[config.mk]
export PLATFORM = sky130hd
export DESIGN_NAME = burst_addr_seq
export DESIGN_NICKNAME = d
export VERILOG_FILES = /design/src/rtl/burst_seq_pkg.sv /design/src/rtl/burst_strobe_arb.sv /design/src/rtl/burst_order_unit.sv /design/src/rtl/burst_addr_seq.sv
export SDC_FILE = /design/constraint.sdc
export NUM_CORES = 1
export LEC_CHECK = 0
export BUFFER_PORTS_ARGS = -buffer_cell sky130_fd_sc_hd__buf_2
export CAP_MARGIN = 10
export CORE_AREA = 2 2 39 41
export DETAILED_ROUTE_END_ITERATION = 8
export DIE_AREA = 0 0 41 43
export PLACE_DENSITY = 0.54
export SKIP_LAST_GASP = 1
export SYNTH_ARGS = -nofsm -noshare
export SYNTH_HDL_FRONTEND = slang
export SYNTH_SLANG_ARGS = --single-unit
[constraint.sdc]
create_clock -name clk -period 1 [get_ports clk]
set_input_delay 0.1 -clock clk [delete_from_list [all_inputs] [get_ports clk]]
set_output_delay 0.1 -clock clk [all_outputs]
set_load 0.02 [all_outputs]
[src/rtl/burst_seq_pkg.sv]
package burst_seq_pkg;

    // Encoding of which strobe was accepted at the most recent edge.
    typedef enum logic [1:0] {
        SRC_NONE = 2'b00,
        SRC_PROC = 2'b01,
        SRC_CTRL = 2'b10
    } strobe_src_e;

    // Beat ordering selected by the mode input.
    typedef enum logic {
        ORD_LINEAR     = 1'b0,
        ORD_INTERLEAVE = 1'b1
    } order_e;

    // Decision taken at one clock edge.
    typedef enum logic [1:0] {
        ACT_HOLD = 2'b00,
        ACT_LOAD = 2'b01,
        ACT_STEP = 2'b10
    } action_e;

endpackage

[src/rtl/burst_strobe_arb.sv]
module burst_strobe_arb
    import burst_seq_pkg::*;
(
    input  logic        ads_proc_n,
    input  logic        ads_ctrl_n,
    input  logic        ce1_n,
    input  logic        adv_n,
    output strobe_src_e src,
    output action_e     act
);
    logic proc_ok;
    logic ctrl_ok;

    // The processor strobe counts only while the chip enable is low.
    // When it counts, it masks the controller strobe.
    assign proc_ok = ~ads_proc_n & ~ce1_n;
    assign ctrl_ok = ~ads_ctrl_n & ~proc_ok;

    always_comb begin
        if (proc_ok) begin
            src = SRC_PROC;
            act = ACT_LOAD;
        end else if (ctrl_ok) begin
            src = SRC_CTRL;
            act = ACT_LOAD;
        end else begin
            src = SRC_NONE;
            act = adv_n ? ACT_HOLD : ACT_STEP;
        end
    end
endmodule

[src/rtl/burst_order_unit.sv]
module burst_order_unit
    import burst_seq_pkg::*;
#(
    parameter int LOW_W = 2
) (
    input  logic [LOW_W-1:0] start,
    input  logic [LOW_W-1:0] beat,
    input  order_e           order,
    output logic [LOW_W-1:0] addr
);
    logic [LOW_W-1:0] lin_addr;
    logic [LOW_W-1:0] ilv_addr;

    assign lin_addr = start + beat;

    // Interleaved order: each bit is flipped by the matching beat bit.
    for (genvar i = 0; i < LOW_W; i++) begin : g_ilv
        assign ilv_addr[i] = start[i] ^ beat[i];
    end

    assign addr = (order == ORD_INTERLEAVE) ? ilv_addr : lin_addr;

    // Both orders agree on the first beat of a burst.
    always_comb begin
        if (beat == '0) begin
            assert_first_beat_R2: assert (addr == start);
        end
    end
endmodule

[src/rtl/burst_addr_seq.sv]
module burst_addr_seq
    import burst_seq_pkg::*;
#(
    parameter int LOW_W = 2
) (
    input  logic             clk,
    input  logic             rst,
    input  logic             ads_proc_n,
    input  logic             ads_ctrl_n,
    input  logic             ce1_n,
    input  logic             adv_n,
    input  logic             mode_ilv,
    input  logic [LOW_W-1:0] a_lo,
    output logic [LOW_W-1:0] burst_addr,
    output logic [1:0]       strobe_src
);
    typedef struct packed {
        logic [LOW_W-1:0] start;
        logic [LOW_W-1:0] beat;
        strobe_src_e      src;
    } seq_state_t;

    seq_state_t  st_q;
    seq_state_t  st_d;
    strobe_src_e arb_src;
    action_e     arb_act;

    burst_strobe_arb u_arb (
        .ads_proc_n (ads_proc_n),
        .ads_ctrl_n (ads_ctrl_n),
        .ce1_n      (ce1_n),
        .adv_n      (adv_n),
        .src        (arb_src),
        .act        (arb_act)
    );

    always_comb begin
        st_d     = st_q;
        st_d.src = arb_src;
        unique case (arb_act)
            ACT_LOAD: begin
                st_d.start = a_lo;
                st_d.beat  = '0;
            end
            ACT_STEP: st_d.beat = st_q.beat + 1'b1;
            default:  ;
        endcase
    end

    always_ff @(posedge clk) begin
        if (rst) begin
            st_q <= '{start: '0, beat: '0, src: SRC_NONE};
        end else begin
            st_q <= st_d;
        end
    end

    burst_order_unit #(.LOW_W(LOW_W)) u_order (
        .start (st_q.start),
        .beat  (st_q.beat),
        .order (order_e'(mode_ilv)),
        .addr  (burst_addr)
    );

    assign strobe_src = st_q.src;

    // ---------------- assertions ----------------
    assert_reset_clear_R1: assert property (@(posedge clk)
        rst |=> (burst_addr == '0 && strobe_src == SRC_NONE));

    assert_proc_load_R2: assert property (@(posedge clk) disable iff (rst)
        (!ads_proc_n && !ce1_n) |=> (burst_addr == $past(a_lo)));

    assert_proc_priority_R4: assert property (@(posedge clk) disable iff (rst)
        (!ads_proc_n && !ce1_n) |=> (strobe_src == SRC_PROC));

    assert_ce_gate_R5: assert property (@(posedge clk) disable iff (rst)
        (ce1_n && ads_ctrl_n) |=> (strobe_src == SRC_NONE));

    assert_hold_R9: assert property (@(posedge clk) disable iff (rst)
        ((ads_proc_n || ce1_n) && ads_ctrl_n && adv_n)
        |=> ($stable(st_q.start) && $stable(st_q.beat)));

    assert_step_linear_R6: assert property (@(posedge clk) disable iff (rst)
        ((ads_proc_n || ce1_n) && ads_ctrl_n && !adv_n && !mode_ilv)
        |=> (mode_ilv || burst_addr == LOW_W'($past(burst_addr) + 1'b1)));

    assert_src_onehot_R4: assert property (@(posedge clk) disable iff (rst)
        $onehot0(strobe_src));
endmodule

==> Word-level counts from Yosys, hierarchy flattened <==
Cells that the tools add are included.
{ "word_totals": {"regBits": 6, "inputBits": 9, "output_inout_bits": 4, "wordCells": 25} }
{ "op_classes": {"n_addsub": 2, "eq_ne": 2, "mux": 7, "bitwise_logic": 8, "reduce_logical": 2} }
{ "ops": {"columns": ["cell", "n"], "rows": [
  ["$mux W2", 5],
  ["$not A1 Y1", 4],
  ["$pmux W2 S2", 1],
  ["$add A2 B1 Y2 const B", 1],
  ["$add A2 B2 Y2", 1],
  ["$and A1 B1 Y1", 2],
  ["$eq A2 B1 Y1 const B", 1],
  ["$eq A2 B2 Y1 const B", 1],
  ["$reduce_bool A2 Y1", 1],
  ["$reduce_or A2 Y1", 1],
  ["$xor A1 B1 Y1", 2],
  ["$mux W1", 1]
]} }

==> Longest topological paths before layout <==
Gate-level depths: netlist of the first run.
{ "logic_depth": {"word_depth": 8, "depth_mapped": 7, "mapped_depth_nobuf": 7} }

==> Cells and area by module <==
A second synthesis of the first run with hierarchy kept.
{ "hier_totals": {"hier_cells": 34, "area_unflattened_um2": 315.3} }
{ "modules_own_cells": {"columns": ["mod", "n_inst", "cells_each", "area_per_inst_um2", "seq_area_each_um2"], "rows": [
  ["burst_addr_seq", 1, 25, 251.5, 120.1],
  ["burst_order_unit", 1, 4, 36.3, 0.0],
  ["burst_strobe_arb", 1, 5, 27.5, 0.0]
]} }

==> Least setup slack after synthesis of the first run <==
OpenSTA, ideal clock, no wires.
{ "synth_timing": {"path_kind": "register to output", "from": "reg st_q[2] (netlist bit)", "to": "out burst_addr[1]", "t_arrival_ps": 1009, "required_ps": 900, "setup_slack_ps": -109, "stages_incl_launch_ff": 4, "path_buffers": 0, "cell_sequence": "dfxtp_1 > ha_1 > nor2b_1 > xnor2_1"} }
{ "synth_via": {"elab_chain_len": 2} }
{ "synth_lines": {"columns": ["element", "line", "source"], "rows": [
  ["start: declaration", "burst_addr_seq.sv:23", "seq_state_t st_q;"],
  ["start signal: assignment", "burst_addr_seq.sv:52", "st_q <= '{start: '0, beat: '0, src: SRC_NONE};"],
  ["start signal: assignment", "burst_addr_seq.sv:54", "st_q <= st_d;"],
  ["$add A2 B2 Y2", "burst_order_unit.sv:14", "assign lin_addr = start + beat;"],
  ["$mux W2", "burst_order_unit.sv:21", "assign addr = (order == ORD_INTERLEAVE) ? ilv_addr : lin_addr;"],
  ["end: declaration", "burst_addr_seq.sv:14", "output logic [LOW_W-1:0] burst_addr,"]
]} }
Every way passes these cells.

==> Worst setup path after layout of the first run <==
Same ends and word-level chain as after synthesis.

==> results.cfg, run 1 <==
[setup_path]
crit-reg2reg-launch = st_q[2]$_SDFFE_PP0P_
cpMaxStageDelayCell = sky130_fd_sc_hd__dfxtp_2
worstPathRequired_ns = 0.90
worst_r2r_endpoint = st_q[2]$_SDFFE_PP0P_
rr_worst_depth = 4
critical_path_peak_fanout = 2
ff2ff_setup_slack_ns = 0.14
crit_path_start_kind = flop
arrival_ns = 1.11
crit_chain = ha_4 > nor2b_4 > xnor2_2 > buf_4
timing_worst_setup_path_type = flop to primary output
crit_path_end_kind = primary output
critical-path-max-stage-delay_ns = 0.33

[floorplan]
rows = 14
start_util_pct = 22.15
core-area_sq_um = 1384
dieWidth_um = 41
chipHeight_um = 43
num_io_pins = 13
dieArea_sq_um = 1763

[flow_run]
max-cap-violations = 0

[clocking]
ctsHtreeMaxLevel = 1
cts_buffer_depth = 2
tritoncts_clock_tree = done
ctsRootBufferMaster = sky130_fd_sc_hd__clkbuf_4
cts.clk_slew.worst_paths_ns = 0.04
clock_sink_count = 6
cts-hold-fix-buffers = 0
clk_lat_worst_skew_ns = 0.24
cts-buffers-inserted = 3

[yosys]
ys_dominant_reg_cell = sky130_fd_sc_hd__dfxtp_1
ys_warn_count = 0
cell_types_with_the_largest_area_share_after_synthesis = sky130_fd_sc_hd__dfxtp_1 (39%), sky130_fd_sc_hd__ha_1 (12%), sky130_fd_sc_hd__mux2i_1 (6.5%)
synth-edff-count = 0
syn-mean-instance-area_sq_um = 9.580
post_synth_num_cell_types = 16
mappedNetlistArea_sq_um = 306.5
yosys.cell_count.top_type = sky130_fd_sc_hd__dfxtp_1
mapped_nets = 44
number_of_cells_produced_by_synthesis = 32
ys_seq_area_share_pct = 39.18
proportion_of_netlist_area_held_by_the_largest_area_contributor_pct = 39.18
share_of_synthesized_registers_carrying_an_async_set_or_reset_pct = 0
list_of_most_frequent_post_synthesis_cells = sky130_fd_sc_hd__dfxtp_1 (6), sky130_fd_sc_hd__nor2_1 (4), sky130_fd_sc_hd__ha_1 (3)
yosys_register_bits = 6
synth_area_leader_cell = sky130_fd_sc_hd__dfxtp_1

[power]
clock_power_share_pct = 35.6
p_leak_nw = 0.2228
power_switching_mw = 0.1488
switching_portion_of_total_power_pct = 24.49
seqPwrFrac_pct = 42.3
power_frac_comb_pct = 22.1
finalPower_mw = 0.6078
vdd.ir_drop.worst_mv = 0.3167
cellPowerDensity_nw_per_um2 = 1220
power.internal_mw = 0.4589

[route]
wl_um = 572
drt-initial-drc-count = 3
vias_per_cell = 4.108
route.detailed.wl_per_inst_um = 8.800
drc_errors_left = 0
drt_pre_antenna_iters = 3
dr_total_vias = 267
drt.antenna.violating_nets = 0

[sta]
worst_clock_skew_ns = 0.0001843
setup_ws_ns = -0.2076
endpoints_failing_hold = 0
finalSetupViolCount = 2
hold_slack_ns = 0.07807
finalSetupTns_ns = -0.2368
period_share_pct = 120.8
max_slew_margin_pct = 82.79
rsz0062_at_grt = true
max_slew.worst_pin.slew_ns = 0.2562
min_period_ns = 1.208
timing.final.max_slew_violations = 0
fmaxAchievable_mhz = 828.1

[place]
place.detailed.instances = 62
hpwl_um = 449.8
gpl.final_weighted_congestion = 0.6029
io_buffers = 12

[global_routing]
global_route_wire_length_before_repair_um = 979
grt_overflow = 0
antenna_found_initial = 0
first_global_vias = 288
track_usage_pct = 8.317
grt_start_max_net_pins = 7

[cells_and_area]
fillers = 150
filler_free_cell_count_of_the_finished_design = 65
layout.nets = 63
multiInputGateArea_sq_um = 226.5
synthToLayoutAreaGrowth_pct = 62.45
regArea_sq_um = 122.6
antennaDiodeCount = 0
drive_above_1_share_pct = 61.22

[hold_path]
timing.hold.worst_endpoint = strobe_src[1]$_SDFF_PP0_
worstHoldPathType = primary input to flop
hold_depth = 2
startpoint_of_the_worst_hold_path = ads_ctrl_n

[status]
violations = negative setup slack
run_status = finished with violations
[state kept, by name, indices dropped and copies added, names as in the netlist]
signal / flops
st_q: 4
strobe_src: 2
[through the flow]
step	setup WS, ns	utilization, %	area (sq um)
finish	-0.2076	35.99	498.0
CTS	-0.2211	36.35	503.0
global route	-0.2842	35.99	498.0
global placement	-0.1430	31.92	441.7
floorplan	-0.01815	-	346.6
detailed placement	-0.1551	31.92	441.7
[cell families after synthesis]
| logic type | synth area share (%) |
|---|---|
| and+or+nand+nor | 21.22 |
| DFF | 39.19 |
| AOI/OAI and AO/OA | 7.754 |
| buffers and inverters | 7.343 |
| adders and majority gates | 12.25 |
| xor gates and xnor gates | 5.715 |
| muxes | 6.531 |
[layer usage]
layer	vias up	wire length [um]	share of wire (%)	GRT usage, %
li1	143	-	-	-
met1	118	260	45	7.987
met2	6	289	51	13.44
met3	0	22	3.8	1.571
met4	0	0	0	8.000
met5	-	0	0	0
[power groups by stage]
stage / Combinational, mW / Clock, mW / Sequential, mW
after CTS: 0.137 / 0.227 / 0.257
after floorplan: 0.0773 / 0 / 0.259
final: 0.134 / 0.216 / 0.257
after global placement: 0.123 / 0 / 0.259
after global routing: 0.150 / 0.249 / 0.258
after detailed placement: 0.124 / 0 / 0.259
[worst max-delay path: cells and delay by family (launching register included)]
kind | cells | cell delay, ns
flops | 1 | 0.33
buf+inv | 1 | 0.16
fa+ha+maj | 1 | 0.15
simple gates | 1 | 0.12
xor+xnor | 1 | 0.12
[how the worst max path moves through the flow]
stage	start	end	cells past startpoint
2_1_floorplan	ce1_n	st_q[3]$_SDFFE_PP0P_	7
3_3_place_gp	ce1_n	st_q[3]$_SDFFE_PP0P_	8
3_5_place_dp	ce1_n	st_q[3]$_SDFFE_PP0P_	8
4_1_cts	st_q[3]$_SDFFE_PP0P_	burst_addr[1]	3
5_1_grt	st_q[2]$_SDFFE_PP0P_	burst_addr[1]	4
6_report	st_q[2]$_SDFFE_PP0P_	burst_addr[1]	4
[cell type report]
type,count,share of cell area [%]
multi-input cells,22,45.48
flip-flops and latches,6,24.62
repair buffers,16,19.85
well taps,16,4.020
clock buffers,3,4.523
inverters,2,1.508
[timing repair]
item,in CTS,in global routing
setup buffers,1,0
pin swaps,0,2
endpoints found under the hold margin,0,0
endpoints found under the setup margin,2,4
gates resized for setup,9,1
[cell usage in the layout (no fill, tap or decap), types with 2 or more instances in the layout]
cell	count
sky130_fd_sc_hd__a21oi_1	2
sky130_fd_sc_hd__buf_2	10
sky130_fd_sc_hd__buf_4	5
sky130_fd_sc_hd__clkbuf_4	3
sky130_fd_sc_hd__dfxtp_1	4
sky130_fd_sc_hd__dfxtp_2	2
sky130_fd_sc_hd__ha_4	3
sky130_fd_sc_hd__mux2i_1	2
sky130_fd_sc_hd__nor2_1	4
sky130_fd_sc_hd__nor3_1	2
(Power assumes the default switching activity.)
==> inputs of run 2 (changes only) <==
--- a/config.mk
+++ b/config.mk
@@ -10,7 +10,7 @@
 export CORE_AREA = 2 2 39 41
 export DETAILED_ROUTE_END_ITERATION = 8
 export DIE_AREA = 0 0 41 43
-export PLACE_DENSITY = 0.54
+export PLACE_DENSITY = 0.52
 export SKIP_LAST_GASP = 1
 export SYNTH_ARGS = -nofsm -noshare
 export SYNTH_HDL_FRONTEND = slang
==> constraint.sdc (replaced) <==
create_clock -name clk -period 1.2 [get_ports clk]
set_input_delay 0.12 -clock clk [delete_from_list [all_inputs] [get_ports clk]]
set_output_delay 0.12 -clock clk [all_outputs]
set_load 0.02 [all_outputs]
==> run 2 against run 1 <==
Utilization is 3.3 points lower. Largest cell class unchanged. Highest routed layer unchanged. Sequential power is 17% lower. Power is 22% lower. The run still ends with negative setup slack left.
==> results.cfg, run 2 (same netlist as run 1, synthesis figures left out) <==
[place]
place.detailed.instances = 60
hpwl_um = 438.8
io_buffers = 12
placedInstanceArea_sq_um = 386.6
gpl.final_weighted_congestion = 0.6502

[floorplan]
num_io_pins = 13
dieWidth_um = 41
start_util_pct = 22.15
rows = 14
chipHeight_um = 43
dieArea_sq_um = 1763
core-area_sq_um = 1384

[clocking]
cts-hold-fix-buffers = 0
clock_sink_count = 6
cts.clk_slew.worst_paths_ns = 0.04
cts_buffer_depth = 2
ctsHtreeMaxLevel = 1
ctsRootBufferMaster = sky130_fd_sc_hd__clkbuf_4
clk_lat_worst_skew_ns = 0.23
tritoncts_clock_tree = done
cts-buffers-inserted = 3

[power]
vdd.ir_drop.worst_mv = 0.2502
power_frac_comb_pct = 18.7
power_switching_mw = 0.1091
switching_portion_of_total_power_pct = 23.00
power.internal_mw = 0.3651
clock_power_share_pct = 36.3
cellPowerDensity_nw_per_um2 = 1050
seqPwrFrac_pct = 45.0
p_leak_nw = 0.2164

[sta]
finalSetupViolCount = 1
setup_ws_ns = -0.03262
fmaxAchievable_mhz = 811.3
endpoints_failing_hold = 0
period_share_pct = 102.7
max_slew.worst_pin.slew_ns = 0.2445
max_slew_margin_pct = 83.59
timing.final.max_slew_violations = 0
min_period_ns = 1.233
rsz0062_at_grt = true
worst_clock_skew_ns = 0.00005164
hold_slack_ns = 0.07311

[route]
route.detailed.wl_per_inst_um = 8.594
wl_um = 550
drt_pre_antenna_iters = 1
dr_total_vias = 250
drt-initial-drc-count = 0
drc_errors_left = 0
vias_per_cell = 3.906
drt.antenna.violating_nets = 0

[cells_and_area]
most_common_cell_after_layout_fill_and_taps_aside = sky130_fd_sc_hd__buf_2
synthToLayoutAreaGrowth_pct = 47.35
antennaDiodeCount = 0
final_cell_utilization_of_the_core_pct = 32.64
drive_above_1_share_pct = 54.17
fillers = 144
finish.instance_area_sq_um = 451.7
flip_flop_count_of_the_largest_register_all_copies_and_words_added = 4
filler_free_cell_count_of_the_finished_design = 64
top_register = st_q
layout.nets = 62
highest_count_cells_in_the_layout_ignoring_fill_and_taps = sky130_fd_sc_hd__buf_2 (11), sky130_fd_sc_hd__nor2_1 (4), sky130_fd_sc_hd__buf_4 (4), sky130_fd_sc_hd__dfxtp_1 (4), sky130_fd_sc_hd__clkbuf_4 (3)

[hold_path]
hold_depth = 2
worstHoldPathType = primary input to flop

[setup_path]
critPathTopFamily = flip-flops
cpMaxStageDelayCell = sky130_fd_sc_hd__dfxtp_4
crit_path_start_kind = flop
crit_chain = ha_4 > nor2b_4 > xnor2_2 > buf_4
cp.buffers_inverters = 1
rr_worst_depth = 4
critical-path-max-stage-delay_ns = 0.34
arrival_ns = 1.11
timing_worst_setup_path_type = flop to primary output
crit_cells = 4
critical_path_peak_fanout = 2
crit_path_end_kind = primary output
worstPathRequired_ns = 1.08

[global_routing]
grt_start_max_net_pins = 7
global_route_wire_length_before_repair_um = 910
first_global_vias = 255
antenna_found_initial = 0
grt_overflow = 0
track_usage_pct = 7.739

[status]
violations = negative setup slack
run_status = finished with violations

[flow_run]
max-cap-violations = 0
==> run 2: cell types whose count changed in the layout (fill, tap and decap cells not counted), sizes merged <==
cell / before / now
buf: 16 / 15
==> run 2: final timing paths <==
kind / endpoint / slack, ns / start
setup / recovery: burst_addr[1] / -0.03 / st_q[2]$_SDFFE_PP0P_
hold / removal: strobe_src[1]$_SDFF_PP0_ / 0.07 / ads_ctrl_n
setup reg to reg: st_q[2]$_SDFFE_PP0P_ / 0.32 / st_q[2]$_SDFFE_PP0P_
hold reg to reg: st_q[5]$_SDFFE_PP0N_ / 0.52 / st_q[5]$_SDFFE_PP0N_
==> run 2: area by class of cell <==
class,instances,area (sq um),share of cell area (%)
Multi-Input combinational cell,22,191.4,42.38
Sequential cell,6,125.1,27.70
Timing Repair Buffer,15,85.08,18.84
Clock buffer,3,22.52,4.986
Inverter,2,7.507,1.662
Tap cell,16,20.02,4.432
==> run 2: stage by stage <==
stage                     TNS (ns)  power [mW]  worst slack (ns)
after floorplan                  0      0.2680           0.07075
after global placement    -0.04709      0.2981          -0.02762
after detailed placement  -0.05494      0.2993          -0.03079
after CTS                 -0.06932      0.4812          -0.06932
after global routing      -0.09036      0.5079          -0.09036
final                     -0.03262      0.4742          -0.03262
==> run 2: routing by layer <==
metal | up-vias | GRT usage, % | share of wire (%)
met2 | 6 | 10.31 | 46
met1 | 104 | 10.32 | 49
met3 | 0 | 0 | 4.7
met5 | - | 0 | 0
li1 | 140 | - | -
met4 | 0 | 8.000 | 0
==> run 2: what timing repair did <==
item                                    4_1_cts  5_1_grt
resized for setup                             7        2
endpoints found under the setup margin        1        1
cloned                                        0        0
pin swaps                                     2        1
buffers inserted                              1        0
==> run 2: power by group through the flow <==
stage / clock (mW) / combinational [mW] / sequential, mW
2_1_floorplan: 0 / 0.0522 / 0.216
3_3_place_gp: 0 / 0.0811 / 0.217
3_5_place_dp: 0 / 0.0823 / 0.217
4_1_cts: 0.182 / 0.0861 / 0.213
5_1_grt: 0.193 / 0.101 / 0.214
6_report: 0.172 / 0.0888 / 0.213
